## src/rtl/twodpar_codec.sv

```systemverilog
module twodpar_codec #(
  parameter int W         = 8,
  parameter int MAX_CHARS = 64
) (
  input  logic                         clk,
  input  logic                         rst_n,
  input  logic                         in_valid,
  input  logic                         in_mode,
  input  logic                         in_odd,
  input  logic                         in_last,
  input  logic [W-1:0]                 in_data,
  input  logic                         in_pbit,
  output logic                         out_valid,
  output logic                         out_chk,
  output logic [W:0]                   out_char,
  output logic                         res_valid,
  output logic                         res_err,
  output logic                         res_corr,
  output logic                         res_uncorr,
  output logic                         res_cbe,
  output logic [$clog2(MAX_CHARS)-1:0] res_row,
  output logic [$clog2(W)-1:0]         res_col,
  output logic [W-1:0]                 res_fix
);
  localparam int RW = $clog2(MAX_CHARS);
  localparam int CW = $clog2(W);

  logic [W-1:0]  col_q;
  logic [RW:0]   cnt_q;
  logic [1:0]    rfail_q;
  logic [RW-1:0] frow_q;
  logic [W-1:0]  fdata_q;
  logic          pend_q;
  logic          pend_odd_q;
  logic [W-1:0]  pend_chk_q;

  wire          row_par = (^in_data) ^ in_odd;
  wire          row_bad = (^in_data) ^ in_pbit ^ in_odd;
  wire [W-1:0]  col_next = col_q ^ in_data;
  wire [W-1:0]  tx_chk = col_next ^ {W{in_odd}};
  wire [W-1:0]  col_bad = col_q ^ in_data ^ {W{in_odd}};
  wire          any_err = (rfail_q != 2'd0) || (|col_bad);
  wire          one_hit = (rfail_q == 2'd1) && ($countones(col_bad) == 1);

  logic [CW-1:0] bcol;
  always_comb begin
    bcol = '0;
    for (int b = W-1; b >= 0; b--)
      if (col_bad[b]) bcol = CW'(b);
  end

  always_ff @(posedge clk) begin
    if (!rst_n) begin
      col_q      <= '0;
      cnt_q      <= '0;
      rfail_q    <= '0;
      frow_q     <= '0;
      fdata_q    <= '0;
      pend_q     <= 1'b0;
      pend_odd_q <= 1'b0;
      pend_chk_q <= '0;
      out_valid  <= 1'b0;
      out_chk    <= 1'b0;
      out_char   <= '0;
      res_valid  <= 1'b0;
      res_err    <= 1'b0;
      res_corr   <= 1'b0;
      res_uncorr <= 1'b0;
      res_cbe    <= 1'b0;
      res_row    <= '0;
      res_col    <= '0;
      res_fix    <= '0;
    end else begin
      out_valid <= 1'b0;
      out_chk   <= 1'b0;
      res_valid <= 1'b0;
      if (pend_q) begin
        out_valid <= 1'b1;
        out_chk   <= 1'b1;
        out_char  <= {(^pend_chk_q) ^ pend_odd_q, pend_chk_q};
        pend_q    <= 1'b0;
      end
      if (in_valid) begin
        if (in_last) begin
          col_q   <= '0;
          cnt_q   <= '0;
          rfail_q <= '0;
        end else begin
          col_q <= col_next;
          cnt_q <= cnt_q + 1'b1;
          if (in_mode && row_bad) begin
            if (rfail_q == 2'd0) begin
              frow_q  <= cnt_q[RW-1:0];
              fdata_q <= in_data;
            end
            if (rfail_q != 2'd2) rfail_q <= rfail_q + 1'b1;
          end
        end
        if (!in_mode) begin
          out_valid <= 1'b1;
          out_char  <= {row_par, in_data};
          if (in_last) begin
            pend_q     <= 1'b1;
            pend_chk_q <= tx_chk;
            pend_odd_q <= in_odd;
          end
        end else if (in_last) begin
          res_valid  <= 1'b1;
          res_err    <= any_err;
          res_corr   <= one_hit;
          res_uncorr <= any_err && !one_hit;
          res_cbe    <= row_bad;
          res_row    <= one_hit ? frow_q : '0;
          res_col    <= one_hit ? bcol : '0;
          res_fix    <= one_hit ? (fdata_q ^ (W'(1) << bcol)) : '0;
        end
      end
    end
  end

  AST_TX_ROW_PAR: assert property (@(posedge clk) disable iff (!rst_n)
    (out_valid && !out_chk) |-> ((^out_char) == $past(in_odd)));
  AST_CHK_AFTER_LAST: assert property (@(posedge clk) disable iff (!rst_n)
    out_chk |-> $past(in_valid && in_last && !in_mode, 2));
  AST_CHK_CORNER: assert property (@(posedge clk) disable iff (!rst_n)
    out_chk |-> ((^out_char) == $past(in_odd, 2)));
  AST_RES_AFTER_LAST: assert property (@(posedge clk) disable iff (!rst_n)
    res_valid |-> $past(in_valid && in_last && in_mode));
  AST_TX_GAP: assert property (@(posedge clk) disable iff (!rst_n)
    pend_q |-> !in_valid);
  AST_BLK_LEN: assert property (@(posedge clk) disable iff (!rst_n)
    (in_valid && !in_last) |-> (cnt_q < (RW+1)'(MAX_CHARS)));
endmodule

```

## config.mk

```make
export PLATFORM = sky130hd
export DESIGN_NAME = twodpar_codec
export DESIGN_NICKNAME = d
export VERILOG_FILES = /design/src/rtl/twodpar_codec.sv
export SDC_FILE = /design/constraint.sdc
export NUM_CORES = 1
export LEC_CHECK = 0
export ABC_AREA = 1
export BUFFER_PORTS_ARGS = -buffer_cell sky130_fd_sc_hd__clkbuf_2
export CORE_ASPECT_RATIO = 0.8
export CORE_MARGIN = 2
export CORE_UTILIZATION = 55
export DETAILED_ROUTE_END_ITERATION = 12
export PLACE_DENSITY = 0.76
export SLEW_MARGIN = 30
export SYNTH_ARGS = -nofsm -noshare
export SYNTH_HDL_FRONTEND = slang
export SYNTH_SLANG_ARGS = --single-unit
```

## constraint.sdc

```tcl
create_clock -name clk -period 5.3 [get_ports clk]
set_input_delay 0.265 -clock clk [delete_from_list [all_inputs] [get_ports clk]]
set_output_delay 0.265 -clock clk [all_outputs]
set_load 0.03 [all_outputs]
```

-- Word-level counts from Yosys, hierarchy flattened
Cells that the tools add are included.
- flip-flop bits (word level): 74
- logic and storage cells: 84
- add/sub/neg operators: 9
- equal/unequal tests: 3
- shifts and indexed selects: 1
- multiplexer cells: 23
- bitwise logic cells: 11
- reductions and logical operators: 18
- operators by type and width (operator ; number):
    3-bit two-way mux ; 9
    9-bit two-way mux ; 3
    8-bit XOR ; 3
    8-bit two-way mux ; 2
    8-bit XOR reduction ; 2
    3-bit AND reduction ; 4
    1-bit by 1-bit adder with 2-bit output ; 4
    8-bit OR reduction ; 1
    1-bit by 3-bit left shift with 8-bit output (first input constant) ; 1
    7-bit by 1-bit adder with 7-bit output (second input constant) ; 1
    7-bit two-way mux ; 1
    2-bit by 2-bit adder with 3-bit output ; 2
    2-bit two-way mux ; 3
    6-bit two-way mux ; 1
    2-bit nonzero test ; 3
    3-bit by 3-bit adder with 4-bit output ; 1
    4-bit by 1-bit equality test with 1-bit output (second input constant) ; 1
    1-bit two-way mux ; 4
    1-bit NOT ; 4
    4-bit AND reduction ; 1
    1-bit XOR ; 4
    1-bit logical AND ; 3
    3-bit OR reduction ; 1
    2-bit by 1-bit adder with 2-bit output (second input constant) ; 1
    5 further kinds ; 5

-- Logic depth before layout (Yosys ltp)
Gate-level depths: netlist of run 1.
- depth after elaboration: 13
- gate-level depth with buffers: 19
- mapped depth without buffers: 18

-- Least setup slack after synthesis of run 1
No wires, ideal clock.
- kind: reg2reg
- from: reg col_q[3]
- to: reg res_col[0]
- data arrival time: 3721 ps
- data required time: 5230 ps
- setup slack: 1509 ps
- stages on the path, launching flop included: 19
- cells stage by stage: dfxtp_1 -> or2_1 -> nand2_2 -> xor2_2 -> fa_1 -> inv_1 -> fa_1 -> fa_1 -> inv_1 -> ha_1 -> inv_1 -> fa_1 -> a211o_1 -> nand2_1 -> nand2_1 -> nor2_4 -> buf_2 -> nand2_1 -> a21oi_1
- cells in the longest elaborated chain, start to end: 8
- ends and longest elaborated chain (what ; line ; RTL):
    start, declared ; 28 ; logic [W-1:0] col_q;
    start signal, assigned ; 89 ; col_q <= col_next;
    8-bit XOR (*) (2 in series) ; 41 ; wire [W-1:0] col_bad = col_q ^ in_data ^ {W{in_odd}};
    net col_bad[3] ; 41 ;
    1-bit by 1-bit adder with 2-bit output (implied by the code) ; 43 ; wire one_hit = (rfail_q == 2'd1) && ($countones(col_bad) == 1);
    2-bit by 2-bit adder with 3-bit output (implied by the code) ; 43 ;
    3-bit by 3-bit adder with 4-bit output (implied by the code) ; 43 ;
    4-bit by 1-bit equality test with 1-bit output ; 43 ;
    1-bit logical AND ; 43 ;
    3-bit two-way mux (*) ; 114 ; res_col <= one_hit ? bcol : '0;
    end signal, assigned ; 114 ;
    end, declared ; 22 ; output logic [$clog2(W)-1:0] res_col,
Mark *: on every way through the listed nets, which the timed path passes. The rest lies on a longest branch.
A chain may end at the register's enable or synchronous reset.

-- Worst setup path after layout of run 1
- from: reg col_q[1]
- to: reg res_fix[1]
- cells in the longest elaborated chain, start to end: 8
- ends and longest elaborated chain (what ; line ; RTL):
    8-bit XOR (*) (2 in series) ; 41 ;
    net col_bad[1] ; 41 ;
    1-bit by 1-bit adder with 2-bit output (implied by the code) ; 43 ;
    2-bit by 2-bit adder with 3-bit output (implied by the code) ; 43 ;
    3-bit by 3-bit adder with 4-bit output (implied by the code) ; 43 ;
    4-bit by 1-bit equality test with 1-bit output ; 43 ;
    1-bit logical AND ; 43 ;
    8-bit two-way mux (*) ; 115 ; res_fix <= one_hit ? (fdata_q ^ (W'(1) << bcol)) : '0;
    end signal, assigned ; 115 ;
    end, declared ; 23 ; output logic [W-1:0] res_fix
Marked as above.

==> out/qor.yml, run 1 <==
clock_network:
  clkSlewWorstSetupHoldPaths_ns: 0.08
  clkSinkCount: 73
  ctsHtreeMaxLevel: 3
  postCtsHoldBufs: 0
  cts.root.buffer_cell: "clkbuf_8"
  cts_tree: "built"
  cts_post_setup_buffers_inserted: 0
  cts_repair_resize_count: 0
  clock_insertion_delay_worst_skew_ns: 0.36
  cts-buffers-inserted: 9
  cts.path.max_buffers: 2
synthesis:
  synthesis.instances: 482
  synth-warning-count: 0
  postSynthAreaPerCell_um2: 7.83
  ys_types: 40
  yosys_register_bits: 73
  postSynth.topFlopCell: "dfxtp_1"
  async_flop_share: 0
  syn_nets: 509
  synth_sequential_area_ratio: 0.387
  synth_enable_flop_cells: 0
  synth_area_um2: 3780
run:
  max_cap_violations: 0
placed_design:
  detailed_place_hpwl_um: 6410
  dp_worst_setup_slack_ns: 1.04
  dpl-instance-area_um2: 4010
  gp_congestion: 0.816
  place.port_buffers: 47
  placed_cells_incl_taps: 595
critical_path:
  worstPathMaxFanout: 18
  crit_path_start_kind: "flip-flop"
  endpoint_required_time_on_the_critical_path_ns: 5.58
  cp_cell_sequence: "or2_1 -> nand2_1 -> xor2_2 -> fa_1 -> inv_1 -> fa_1 -> fa_1 -> inv_1 -> ha_1 -> inv_1 -> fa_1 -> a211o_1 -> nand2_1 -> nand2_1 -> nor2_4 -> nand3_1 -> a21oi_1"
  cpMaxStageDelayCell: "fa_1"
  worstSetupPathType: "reg2reg"
  critical-path-max-stage-delay_ns: 0.47
  reg2reg_setup_slack_ns: 1.11
  path_common_cell: "fa_1"
  data_arrival_at_the_endpoint_of_the_critical_path_ns: 4.47
  critical_path.endpoint_type: "flip-flop"
sta:
  rsz0062_at_grt: "no"
  finalHoldViolCount: 0
  setup_violations: 0
  timing_worst_slew_pin_value_ns: 0.749
  max-slew-margin-rel: 0.499
  timing.final.crit_period_ns: 4.19
  timing.final.max_slew_violations: 0
  layout_worst_path_cycle_share: 0.790
  max_freq_mhz: 239
  clock-skew-final_ns: 0.00676
  finalSetupTns_ns: 0
  post-route-worst-setup-slack_ns: 1.11
  holdWs_ns: 0.197
final_layout:
  nNetsFinal: 549
  finalInstanceArea_um2: 4240
  post_route_cells_drive_above_1_share: 0.205
  area_growth_pct: 12.2
  layout.cells.most_common_list: "nand2_1 (105), dfxtp_1 (73), inv_1 (55), a21oi_1 (48), clkbuf_2 (47)"
  layout.core_utilization: 0.651
  layoutNonFillerInstCount: 611
  antenna_cells: 0
  most_common_cell_after_layout_fill_and_taps_aside: "nand2_1"
detailed_routing:
  vias: 3267
  drc: 0
  detail_route.iter0.violations: 224
  vias_per_cell: 5.35
  average_wire_length_per_cell_after_detail_routing_um: 14.5
  detail-route-antenna-nets: 0
  drt_wl_total_um: 8850
  drt_pass1_iterations: 4
global_routing:
  grt_overflow_total: 0
  global_route_wire_length_before_repair_um: 14800
  antenna_found_initial: 0
  groute.usage.overall: 0.243
  vias_in_the_first_global_route: 3021
  largest_net_degree_at_the_start_of_global_routing: 38
pwr:
  total_power_mw: 1.37
  cellLeakagePower_nw: 1.82
  worst_ir_drop_vdd_mv: 0.162
  power_per_cell_area_nw_per_um2: 324
floorplanning:
  design.die.area_um2: 7550
  die_width_um: 96.6
  initial_core_util: 0.580
  floorplan.rows: 26
  design.portCount: 48
  floorplan.core_area_um2: 6510
  die_span_in_y_um: 78.1
status:
  run_status: "finished clean"
min_path:
  holdCritPathClass: "in2reg"
==> critical path, delay by kind of cell (launching register included) <==
family	cells	cell delay, ns
fa+ha+maj	5	1.91
simple gates	6	0.96
compound gates	2	0.37
flops	1	0.32
xor+xnor	1	0.32
buf+inv	3	0.21
==> metal layers <==
metal	wire [um]	GRT usage	vias to the layer above
met5	0	0	-
met4	78	0.0535	0
met3	549	0.0677	10
met2	3910	0.372	89
met1	4310	0.345	1500
li1	-	-	1668
==> where the power goes <==
group	switching (mW)	total, mW	internal [mW]	leakage, nW
registers	0.0149	0.584	0.569	0.593
logic	0.192	0.292	0.0999	1.12
clock network	0.217	0.494	0.277	0.113
==> path summary, 6_finish.rpt <==
kind,cells after the start,from,to
max,17,col_q[1],res_fix[1]
min,2,in_valid,cnt_q[0]
max reg2reg,17,col_q[1],res_fix[1]
min reg2reg,2,frow_q[2],frow_q[2]
==> cell usage after synthesis, drive strengths merged (3+ instances only) <==
| cell | number | share of area |
|---|---|---|
| nand4 | 16 | 0.030 |
| nand3 | 39 | 0.057 |
| ha | 8 | 0.027 |
| mux2i | 8 | 0.021 |
| clkbuf | 10 | 0.0099 |
| nand2 | 121 | 0.14 |
| fa | 4 | 0.021 |
| buf | 8 | 0.018 |
| o21ai | 22 | 0.035 |
| dfxtp | 73 | 0.39 |
| nor3 | 3 | 0.0040 |
| o22ai | 3 | 0.0050 |
| xor2 | 11 | 0.033 |
| nor3b | 3 | 0.0060 |
| xnor2 | 7 | 0.018 |
| o211ai | 9 | 0.018 |
| or2 | 5 | 0.0089 |
| nor2 | 16 | 0.024 |
| inv | 60 | 0.060 |
| a21oi | 50 | 0.068 |
==> registers in the layout, summed over array words and instances, names as in the netlist <==
name,flops
cnt_q,6
col_q,8
fdata_q,8
frow_q,6
out_char,9
out_chk,1
out_valid,1
pend_chk_q,8
pend_odd_q,1
pend_q,1
res_cbe,1
res_col,3
res_corr,1
res_err,1
res_fix,8
res_row,6
res_uncorr,1
res_valid,1
rfail_q,2
==> cells by family after synthesis <==
| kind of cell | count (synthesis) | synth area share |
|---|---|---|
| mux | 8 | 0.0212 |
| fa+ha+maj | 12 | 0.0477 |
| simple gates | 203 | 0.266 |
| flops | 73 | 0.387 |
| buf+inv | 79 | 0.0885 |
| xor+xnor | 18 | 0.0517 |
| compound gates | 89 | 0.138 |
==> area by class of cell <==
cell class                      instances  area [um2]
Clock inverter                          5        78.8
Clock buffer                           11         141
Fill cell                             564        2270
Inverter                               61         230
Tap cell                               84         105
Multi-Input combinational cell        330        1980
Sequential cell                        73        1460
Timing Repair Buffer                   47         235
Power figures use the tool's default switching activity.
==> run 2, diff against run 1 <==
--- a/config.mk
+++ b/config.mk
@@ -5,7 +5,7 @@
 export SDC_FILE = /design/constraint.sdc
 export NUM_CORES = 1
 export LEC_CHECK = 0
-export ABC_AREA = 1
+export ABC_AREA = 0
 export BUFFER_PORTS_ARGS = -buffer_cell sky130_fd_sc_hd__clkbuf_2
 export CORE_ASPECT_RATIO = 0.8
 export CORE_MARGIN = 2
==> constraint.sdc (replaced) <==
create_clock -name clk -period 3.9 [get_ports clk]
set_input_delay 0.195 -clock clk [delete_from_list [all_inputs] [get_ports clk]]
set_output_delay 0.195 -clock clk [all_outputs]
set_load 0.03 [all_outputs]
==> run 2 against run 1 <==
The flow now finishes with violations (negative setup slack). Highest routed layer unchanged. Worst setup slack got worse by 1.2 ns. Flip-flop and latch count did not move. Synthesized cell count fell by 12%. Final cell count fell by 6.4%.
==> out/qor.yml, run 2 <==
status:
  run_status: "finished, violations left"
  failing_checks: "negative setup slack"
pwr:
  switching_power_uw: 579
  power_per_cell_area_nw_per_um2: 408
  pwr-share-seq: 0.434
  netSwitchingFraction: 0.319
  cell_internal_pwr_mw: 1.23
  total_power_mw: 1.81
  cellLeakagePower_nw: 1.90
  worst_ir_drop_vdd_mv: 0.187
  share_clk_of_total_power: 0.301
  power.share.combinational: 0.264
placed_design:
  placed_cells_incl_taps: 551
  place.port_buffers: 47
  detailed_place_hpwl_um: 6330
  gp_congestion: 0.860
  dpl-instance-area_um2: 4160
  dp_worst_setup_slack_ns: -0.128
final_layout:
  antenna_cells: 0
  finalInstanceArea_um2: 4450
  layout.cells.most_common_list: "dfxtp_1 (72), nand2_1 (63), clkbuf_2 (47), o21ai_0 (28)"
  nNetsFinal: 507
  largest_register_ff_count: 9
  layoutNonFillerInstCount: 572
  area_growth_pct: 16.8
  nFillCells: 554
  most_common_cell_after_layout_fill_and_taps_aside: "dfxtp_1"
  regMostFlops: "out_char"
  post_route_cells_drive_above_1_share: 0.266
min_path:
  holdCritPathClass: "in2reg"
clock_network:
  postCtsHoldBufs: 0
  clock_insertion_delay_worst_skew_ns: 0.35
  cts_tree: "built"
  ctsHtreeMaxLevel: 3
  cts-buffers-inserted: 9
  clkSlewWorstSetupHoldPaths_ns: 0.08
  cts.root.buffer_cell: "clkbuf_8"
  cts.path.max_buffers: 2
  clkSinkCount: 73
floorplanning:
  initial_core_util: 0.561
  floorplan.core_area_um2: 6790
  design.die.area_um2: 7610
  floorplan.rows: 27
  design.portCount: 48
  die_span_in_y_um: 78.4
  die_width_um: 97.1
detailed_routing:
  detail_route.iter0.violations: 268
  average_wire_length_per_cell_after_detail_routing_um: 15.4
  vias: 3168
  drc: 0
  drt_wl_total_um: 8830
  drt_pass1_iterations: 5
  detail-route-antenna-nets: 0
  vias_per_cell: 5.54
synthesis:
  yosys_register_bits: 73
  netlist.top_cell.by_area: "dfxtp_1"
  ys_types: 52
  synth.top_cell.area_share: 0.384
  async_flop_share: 0
  synth_top_cells_by_area: "dfxtp_1 (38%), nand2_1 (6.3%), xnor2_1 (6.2%), o21ai_0 (3.7%), xor2_1 (3.4%)"
  synthesis.instances: 422
  postSynth.topFlopCell: "dfxtp_1"
  synth-warning-count: 0
  postSynthAreaPerCell_um2: 9.03
  synth_area_um2: 3810
  synth_enable_flop_cells: 0
  syn_nets: 449
  synth_sequential_area_ratio: 0.384
  synth_common_cells: "dfxtp_1 (73), nand2_1 (64), o21ai_0 (28)"
  post-synth-top-count-cell: "dfxtp_1"
sta:
  timing_worst_slew_pin_value_ns: 0.899
  timing.final.crit_period_ns: 3.94
  setup_violations: 6
  timing.final.max_slew_violations: 0
  layout_worst_path_cycle_share: 1.01
  post-route-worst-setup-slack_ns: -0.0404
  finalHoldViolCount: 0
  max-slew-margin-rel: 0.400
  max_freq_mhz: 254
  clock-skew-final_ns: 0.00770
  finalSetupTns_ns: -0.167
  rsz0062_at_grt: "yes"
critical_path:
  worst_r2r_path_depth: 17
  rr_endpoint: "res_row[4]"
  critical_path.endpoint_type: "flip-flop"
  worstSetupPathType: "reg2reg"
  data_arrival_at_the_endpoint_of_the_critical_path_ns: 4.23
  worst_r2r_src: "col_q[3]"
  worstSetupStartpoint: "col_q[3]"
  worstPathMaxFanout: 4
  reg2reg_setup_slack_ns: -0.04
  crit_path_start_kind: "flip-flop"
  endpoint_required_time_on_the_critical_path_ns: 4.19
  crit_path_to: "res_row[4]"
global_routing:
  largest_net_degree_at_the_start_of_global_routing: 50
  groute.usage.overall: 0.236
  vias_in_the_first_global_route: 2911
  grt_overflow_total: 0
  antenna_found_initial: 0
  global_route_wire_length_before_repair_um: 14300
run:
  max_cap_violations: 0
[run 2: worst min-delay path by stage]
stage                     from          to  slack [ns]  depth (start not counted)
floorplan           in_data[2]  fdata_q[2]        0.34                          2
global placement    res_fix[1]  res_fix[1]        0.44                          2
detailed placement  res_fix[3]  res_fix[3]        0.44                          2
CTS                 in_data[7]  fdata_q[7]        0.16                          3
global route        in_data[7]  fdata_q[7]        0.18                          3
finish              in_data[7]  fdata_q[7]        0.17                          3
[run 2: critical path, stage by stage, from the launching register on]
cell,delay (ns)
dfxtp_1,0.38
xor2_2,0.25
xnor2_2,0.12
fa_1,0.53
inv_2,0.04
fa_1,0.50
fa_1,0.41
inv_1,0.07
ha_2,0.18
inv_2,0.04
fa_2,0.35
a211oi_2,0.20
mux2i_1,0.16
nor3_2,0.18
buf_4,0.16
buf_6,0.10
a22oi_1,0.06
nor2b_1,0.13
[run 2: layer usage]
layer | part of all wire | global-route usage | up-vias
met5 | 0 | 0 | -
met4 | 0.013 | 0.0873 | 0
met3 | 0.069 | 0.0463 | 16
met2 | 0.45 | 0.354 | 90
met1 | 0.47 | 0.338 | 1503
li1 | - | - | 1559
[run 2: what timing repair did]
item | in CTS | in global routing
setup buffers | 0 | 5
hold endpoints to repair | 0 | 0
pin swaps | 0 | 7
setup endpoints to repair | 17 | 19
cloned | 0 | 1
resized for setup | 5 | 15
[run 2: per-stage QoR]
step / hold WS (ns) / util
final: 0.170 / 0.655
after global routing: 0.183 / 0.655
after CTS: 0.158 / 0.643
after detailed placement: 0.441 / 0.612
after global placement: 0.437 / 0.612
after floorplan: 0.339 / -
[run 2: kinds of logic (layout without fill, tap and decap cells)]
family	count (synthesis)	after routing	share of synthesized area
AOI/OAI and AO/OA	87	87	0.160
xor gates and xnor gates	44	44	0.109
adders and majority gates	12	12	0.0473
buffers and inverters	36	99	0.0499
DFF	73	73	0.384
muxes	13	13	0.0342
and+or+nand+nor	157	157	0.216
[run 2: power groups by stage]
| stage | clock network (mW) | registers [mW] | logic, mW |
|---|---|---|---|
| after CTS | 0.550 | 0.788 | 0.426 |
| after floorplan | 0 | 0.819 | 0.292 |
| after detailed placement | 0 | 0.805 | 0.419 |
| after global placement | 0 | 0.804 | 0.406 |
| final | 0.547 | 0.788 | 0.479 |
| after global routing | 0.579 | 0.791 | 0.526 |
[run 2: cell type report]
class / count / area, um2 / area share
clock inverter: 5 / 30.0 / 0.00675
timing repair buffer: 71 / 419 / 0.0942
sequential: 73 / 1460 / 0.329
tap: 87 / 109 / 0.0245
inverter: 12 / 45.0 / 0.0101
multi-input combinational: 313 / 2230 / 0.502
clock buffer: 11 / 151 / 0.0340
==> run 3, diff against run 2 <==
--- a/config.mk
+++ b/config.mk
@@ -7,11 +7,14 @@
 export LEC_CHECK = 0
 export ABC_AREA = 0
 export BUFFER_PORTS_ARGS = -buffer_cell sky130_fd_sc_hd__clkbuf_2
+export CELL_PAD_IN_SITES_DETAIL_PLACEMENT = 2
+export CELL_PAD_IN_SITES_GLOBAL_PLACEMENT = 2
 export CORE_ASPECT_RATIO = 0.8
 export CORE_MARGIN = 2
-export CORE_UTILIZATION = 55
+export CORE_UTILIZATION = 36
+export CTS_CLUSTER_SIZE = 8
 export DETAILED_ROUTE_END_ITERATION = 12
-export PLACE_DENSITY = 0.76
+export PLACE_DENSITY_LB_ADDON = 0.1
 export SLEW_MARGIN = 30
 export SYNTH_ARGS = -nofsm -noshare
 export SYNTH_HDL_FRONTEND = slang
==> run 3 against run 2 <==
The flow still finishes with violations (negative setup slack). First-iteration DRC count decreased by 44%. Clock skew decreased by 0.0032 ns. Hold slack better by 0.044 ns. Critical path depth is the same. Register-to-register slack got worse by 0.14 ns.
==> out/qor.yml, run 3 (synthesized netlist as in run 2, its figures left out) <==
floorplanning:
  design.portCount: 48
  die_span_in_y_um: 96.0
  floorplan.rows: 33
  die_width_um: 119
  floorplan.core_area_um2: 10300
  design.die.area_um2: 11400
  initial_core_util: 0.371
global_routing:
  grt_util_met1: 0.301
  global_route_wire_length_before_repair_um: 19500
  top_usage_layer: "met2"
  grt_overflow_total: 0
  met2_usage: 0.383
  antenna_found_initial: 0
  vias_in_the_first_global_route: 3498
  grtUsageMet3: 0.0438
  groute.usage.overall: 0.226
  largest_net_degree_at_the_start_of_global_routing: 31
detailed_routing:
  drt_wl_total_um: 12500
  detail-route-antenna-nets: 0
  drc: 0
  vias: 3265
  average_wire_length_per_cell_after_detail_routing_um: 19.8
  detail_route.iter0.violations: 149
  drt_pass1_iterations: 4
  vias_per_cell: 5.17
placed_design:
  gp_congestion: 0.784
  place.port_buffers: 47
  detailed_place_hpwl_um: 8830
sta:
  timing.final.max_slew_violations: 0
  max_freq_mhz: 245
  timing_worst_slew_pin_value_ns: 0.967
  setup_violations: 18
  clock-skew-final_ns: 0.00452
  post-route-worst-setup-slack_ns: -0.181
  max-slew-margin-rel: 0.352
  timing.final.crit_period_ns: 4.08
  layout_worst_path_cycle_share: 1.05
  finalHoldViolCount: 0
  finalSetupTns_ns: -0.934
  rsz0062_at_grt: "yes"
min_path:
  holdCritPathClass: "in2reg"
clock_network:
  cts.path.max_buffers: 2
  clkSinkCount: 73
  cts.root.buffer_cell: "clkbuf_16"
  cts-buffers-inserted: 9
  ctsHtreeMaxLevel: 3
  clkSlewWorstSetupHoldPaths_ns: 0.06
  cts_tree: "built"
  clock_insertion_delay_worst_skew_ns: 0.34
critical_path:
  cpMaxStageDelayCell: "fa_1"
  crit_path_start_kind: "flip-flop"
  critical-path-max-stage-delay_ns: 0.59
  endpoint_required_time_on_the_critical_path_ns: 4.12
  reg2reg_setup_slack_ns: -0.18
  critPathBufInv: 4
  data_arrival_at_the_endpoint_of_the_critical_path_ns: 4.31
  critical-path-top-delay-family: "adder cells"
  critical_path.endpoint_type: "flip-flop"
  worstPathMaxFanout: 3
  cp_cell_sequence: "xnor2_2 -> xnor2_1 -> fa_1 -> inv_2 -> fa_1 -> fa_1 -> inv_2 -> ha_4 -> inv_2 -> fa_2 -> a211oi_4 -> mux2i_4 -> buf_6 -> nor2_4 -> nor2_1 -> a22oi_1 -> nor2b_1"
  worstSetupPathType: "reg2reg"
final_layout:
  area_growth_pct: 26.8
  nNetsFinal: 514
  most_common_cell_after_layout_fill_and_taps_aside: "dfxtp_1"
  largest_register_ff_count: 9
  regMostFlops: "out_char"
  layout.core_utilization: 0.470
  layout.cells.most_common_list: "dfxtp_1 (71), nand2_1 (63), clkbuf_2 (47), o21ai_0 (27), buf_4 (26)"
  antenna_cells: 0
  post_route_cells_drive_above_1_share: 0.289
pwr:
  worst_ir_drop_vdd_mv: 0.209
  cellLeakagePower_nw: 2.05
  power_per_cell_area_nw_per_um2: 498
status:
  run_status: "finished, violations left"
  failing_checks: "negative setup slack"
run:
  max_cap_violations: 0
==> run 3: path summary, 6_finish.rpt <==
kind,start,to,depth (start not counted)
max,col_q[0],res_uncorr,17
min,in_data[7],fdata_q[7],3
max reg2reg,col_q[0],res_uncorr,17
min reg2reg,res_fix[2],res_fix[2],2
==> run 3: worst reg2reg max path: stages, from the launching register on <==
cell	delay, ns
dfxtp_1	0.33
xnor2_2	0.23
xnor2_1	0.17
fa_1	0.59
inv_2	0.05
fa_1	0.51
fa_1	0.43
inv_2	0.09
ha_4	0.14
inv_2	0.04
fa_2	0.37
a211oi_4	0.25
mux2i_4	0.13
buf_6	0.14
nor2_4	0.16
nor2_1	0.07
a22oi_1	0.18
nor2b_1	0.09
==> run 3: per-stage QoR <==
stage          setup slack (ns)  cells  cell area (um2)  total power [mW]  hold WS [ns]
6_report                 -0.181    632             4830              2.41         0.214
5_1_grt                  -0.381    632             4830              2.52         0.232
4_1_cts                 0.00843    626             4690              2.27         0.210
3_5_place_dp             -0.270    608             4270              1.26         0.445
3_3_place_gp            -0.0563    607             4250              1.23         0.436
2_1_floorplan           0.00297    422             3810              1.11         0.339
==> run 3: final cells by class <==
type	count	area, um2
tap	140	175
clock inverter	6	105
inverter	12	45.0
multi-input combinational	313	2300
clock buffer	10	239
sequential	73	1470
fill	1112	5450
timing repair buffer	78	503
==> run 3: repair_timing <==
item / in CTS / in global routing
gates resized for setup: 15 / 21
setup buffers: 2 / 5
setup endpoints to repair: 19 / 19
hold buffers: 0 / 0
pin swaps: 4 / 3
gates cloned: 0 / 1
==> run 3: where the power goes <==
group          switching (mW)  internal (mW)  leakage [nW]
logic                   0.367          0.288          1.28
clock network           0.322          0.639         0.172
registers              0.0204          0.770         0.594
==> run 3: per-layer routing <==
layer | routed length, um | share of wire
met1 | 6010 | 0.48
met2 | 6070 | 0.48
met3 | 303 | 0.024
met4 | 151 | 0.012
met5 | 0 | 0
